==> src/rtl/ifetch_seq.sv <==
module ifetch_seq #(
  parameter int              AW        = 16,
  parameter logic [AW-1:0]   RESET_VEC = 'h2000,
  parameter logic [7:0]      IMM_OP    = 8'h0E
) (
  input  logic          clk,
  input  logic          rst,
  output logic [AW-1:0] prog_addr,
  output logic          mem_rd,
  input  logic [7:0]    mem_rdata,
  input  logic          mem_rvalid,
  input  logic          pc_load,
  input  logic [AW-1:0] pc_load_addr,
  output logic          instr_valid,
  input  logic          instr_ready,
  output logic [7:0]    instr_opcode,
  output logic [7:0]    instr_operand,
  output logic          operand_present
);

  typedef enum logic [1:0] {
    S_FOP   = 2'd0,
    S_DEC   = 2'd1,
    S_FOPND = 2'd2,
    S_ISS   = 2'd3
  } st_t;

  st_t           state;
  logic [AW-1:0] pc;
  logic [7:0]    ir;
  logic [7:0]    opnd;
  logic          has_opnd;

  wire take = mem_rd & mem_rvalid;

  assign prog_addr       = pc;
  assign mem_rd          = (state == S_FOP) || (state == S_FOPND);
  assign instr_valid     = (state == S_ISS);
  assign instr_opcode    = ir;
  assign instr_operand   = opnd;
  assign operand_present = has_opnd;

  always_ff @(posedge clk) begin
    if (rst) begin
      pc       <= RESET_VEC;
      state    <= S_FOP;
      ir       <= 8'h00;
      opnd     <= 8'h00;
      has_opnd <= 1'b0;
    end else if (pc_load) begin
      pc    <= pc_load_addr;
      state <= S_FOP;
    end else begin
      case (state)
        S_FOP: if (take) begin
          ir       <= mem_rdata;
          opnd     <= 8'h00;
          has_opnd <= 1'b0;
          pc       <= pc + 1'b1;
          state    <= S_DEC;
        end
        S_DEC: state <= (ir == IMM_OP) ? S_FOPND : S_ISS;
        S_FOPND: if (take) begin
          opnd     <= mem_rdata;
          has_opnd <= 1'b1;
          pc       <= pc + 1'b1;
          state    <= S_ISS;
        end
        default: if (instr_ready) state <= S_FOP;
      endcase
    end
  end

endmodule

==> config.mk <==
export PLATFORM = sky130hd
export DESIGN_NAME = ifetch_seq
export DESIGN_NICKNAME = d
export VERILOG_FILES = /design/src/rtl/ifetch_seq.sv
export SDC_FILE = /design/constraint.sdc
export NUM_CORES = 1
export LEC_CHECK = 0
export ABC_AREA = 1
export CAP_MARGIN = 25
export CORE_AREA = 2 2 68 70
export DETAILED_ROUTE_END_ITERATION = 6
export DIE_AREA = 0 0 70 72
export PLACE_DENSITY = 0.79
export SLEW_MARGIN = 20
export SYNTH_ARGS = -nofsm -noshare
export SYNTH_HDL_FRONTEND = slang
export SYNTH_SLANG_ARGS = --single-unit
==> constraint.sdc <==
create_clock -name clk -period 2.2 [get_ports clk]
set_input_delay 0.33 -clock clk [delete_from_list [all_inputs] [get_ports clk]]
set_output_delay 0.33 -clock clk [all_outputs]
set_load 0.03 [all_outputs]
==> results.yml <==
run_status:
  status: "completed"
job:
  cap_viol_max_count: 0
clock_network:
  cts_tree: "built"
  clk_pin_slew_worst_paths_ns: 0.08
  cts.path.max_buffers: 2
  cts_buffers: 5
  clkSinkCount: 35
  h-tree-depth: 2
  clk_latency_ns: 0.29
  cts_root_buffer: "clkbuf_8"
finish:
  nets: 378
  multi_input_area_sq_um: 1040
  syn_to_final_growth_pct: 40.0
  drive_above_1_share: 0.0814
  fin_cells: 396
  nFillCells: 385
  antennaDiodeCount: 0
  register_area_sq_um: 701
sta:
  setup-violations-final: 0
  grt_setup_unrepaired: "no"
  hold_viol: 0
  worst_slew_pin_slew_ns: 0.390
  max_freq_mhz: 492
  slew_viol_final: 0
  period_minus_slack_ns: 2.03
  finalCritPeriodShare: 0.923
  tns_ns: 0
  clock_skew_ns: 0.00784
  slew_headroom: 0.738
power:
  total_leakage_power_nw: 1.03
  ir_drop_mv: 0.275
  p_per_area_nw_per_um2: 568
global_routing:
  overflow: 0
  grt_antenna_before_repair: 0
  grt_pass1_vias: 1871
  gr-usage-all-layers: 0.207
  grt_pass1_wl_um: 8420
  grt_max_degree: 20
floorplan:
  initial_core_util: 0.449
  rows: 24
  fp.dieW_um: 70
  coreArea_sq_um: 4260
  die-area_sq_um: 5040
  chipHeight_um: 72
  io_pins: 64
critical_path:
  start_kind: "register"
  cp.arrival_ns: 1.70
  reg2reg_depth: 8
  reg2reg_from: "state[0]$_SDFFE_PP0P_"
  crit_path_end_kind: "output pin"
  crit_type: "register to output pin"
  worstPathMaxFanout: 5
  crit_required_ns: 1.87
  crit_path_max_incr_delay_ns: 0.40
  r2r_slack_ns: 0.28
  cp_cell_sequence: "inv_1 -> ha_1 -> inv_2 -> nand2_2 -> dlygate4sd2_1"
  crit_slowest_cell: "dlygate4sd2_1"
  reg2reg_to: "instr_operand[4]$_SDFFE_PP0P_"
detailed_routing:
  drc_errors: 0
  vias: 1986
  wl_per_cell_um: 12.5
  drt-met1-wl_um: 2230
  antenna_left: 0
  top_layer_used: "met4"
  wl_met3_um: 331
  drt-vias-per-instance: 5.02
  dr.pass1.iters: 4
  first_iter_violations: 105
  wirelength_um: 4940
  wl_met2_um: 2310
synthesis:
  synth_seq_cells: 35
  syn_nets: 312
  ys_types: 28
  synthTopCellsByCount: "71 x nand2_1, 35 x dfxtp_1, 34 x inv_1, 29 x a21oi_1, 21 x o21ai_0"
  synth_cells: 277
  yosys_most_used_dff: "dfxtp_1"
  synth_top_area_cell: "dfxtp_1"
  yosysMostFrequentCell: "nand2_1"
  seq_area_frac_synth: 0.366
  synth.top_cell.area_share: 0.366
  synth_warnings: 0
  synth_edf_count: 0
  synth_area_leaders: "dfxtp_1 37%, nand2_1 14%, a21oi_1 7.6%"
  async_flop_share: 0
  avgSynthCellArea_sq_um: 6.91
  syn_area_sq_um: 1910
place:
  port_buffers: 63
  gp_congestion: 0.892
  dp_cells: 388
  hpwl_um: 3650
hold_path:
  min_path_type: "register to register"
  worstHoldPathCells: 2
  hold_path_end: "instr_operand[5]$_SDFFE_PP0P_"
  hp-start: "instr_operand[5]$_SDFFE_PP0P_"
## metrics by stage
step | setup slack, ns | area, sq um | hold slack [ns] | utilization | total power, mW
global placement | 0.235 | 2590 | 0.455 | 0.608 | 1.07
CTS | 0.155 | 2680 | 0.467 | 0.629 | 1.54
floorplan | 0.507 | 1910 | 0.473 | - | 0.915
detailed placement | 0.199 | 2590 | 0.456 | 0.608 | 1.07
global route | 0.0552 | 2680 | 0.485 | 0.629 | 1.60
finish | 0.169 | 2680 | 0.464 | 0.629 | 1.52
## registers in the layout (all words and copies together), names as in the netlist
signal           cells
instr_opcode         8
instr_operand        8
operand_present      1
prog_addr           16
state                2
## metal layers
layer / up-vias / global-route usage
met5: - / 0
met4: 0 / 0.0748
met3: 8 / 0.0556
met2: 71 / 0.354
met1: 874 / 0.252
li1: 1033 / -
## cells in the final DEF (no fill, tap or decap)
cell type	count
nor2_2	4
nor2_8	1
o21bai_1	1
xnor2_1	2
buf_4	2
ha_1	6
o31ai_1	1
nor3_1	1
inv_2	4
or2_2	1
nor2_4	2
a211oi_1	1
clkinvlp_4	2
nand4_1	6
or2_4	1
a31oi_1	4
nand3_4	3
dlygate4sd2_1	1
nand2_2	1
o21ai_0	21
dfxtp_1	35
nand3_1	20
a21oi_1	29
nand2_1	71
clkinv_2	1
o211ai_1	2
clkbuf_8	5
nand2_4	1
clkdlybuf4s50_1	62
inv_1	34
nor2_1	19
## where the power goes
part           internal [mW]  leakage (nW)  switching [mW]
registers              0.667         0.287          0.0387
clock network          0.220        0.0402           0.248
logic                  0.152         0.706           0.198
## worst max-delay path by stage
stage | startpoint | endpoint | slack [ns] | cells past startpoint
global route | state[0]$_SDFFE_PP0P_ | mem_rd | 0.06 | 5
finish | state[0]$_SDFFE_PP0P_ | mem_rd | 0.17 | 5
CTS | state[0]$_SDFFE_PP0P_ | mem_rd | 0.15 | 5
global placement | state[0]$_SDFFE_PP0P_ | mem_rd | 0.24 | 5
detailed placement | state[0]$_SDFFE_PP0P_ | mem_rd | 0.20 | 5
floorplan | state[0]$_SDFFE_PP0P_ | prog_addr[15]$_SDFFE_PP0P_ | 0.51 | 11
## cell type report
class,instances,share of cell area
clock buffers,5,0.0257
flip-flops and latches,35,0.261
well taps,52,0.0243
inverters,38,0.0532
multi-input cells,198,0.387
clock inverters,3,0.00747
repair buffers,65,0.240
## logic make-up (layout without fill, tap and decap cells)
kind of cell	count (synthesis)	after routing	share of synthesized area
AOI/OAI and AO/OA	59	59	0.163
adders and majority gates	6	6	0.0392
buffers and inverters	44	111	0.0915
DFF	35	35	0.366
and+or+nand+nor	131	131	0.331
xor gates and xnor gates	2	2	0.00915
## worst max-delay path, delay by kind of cell, from the launching register on
family	cells	cell delay (ns)
adders and majority gates	1	0.31
buffers and inverters	3	0.65
DFF	1	0.35
and+or+nand+nor	1	0.09
## timing repair
action | 4_1_cts | 5_1_grt
buffers inserted | 0 | 0
hold buffers | 0 | 0
gates resized for setup | 1 | 0
endpoints found under the setup margin | 1 | 0
Power figures use the tool's default switching activity.
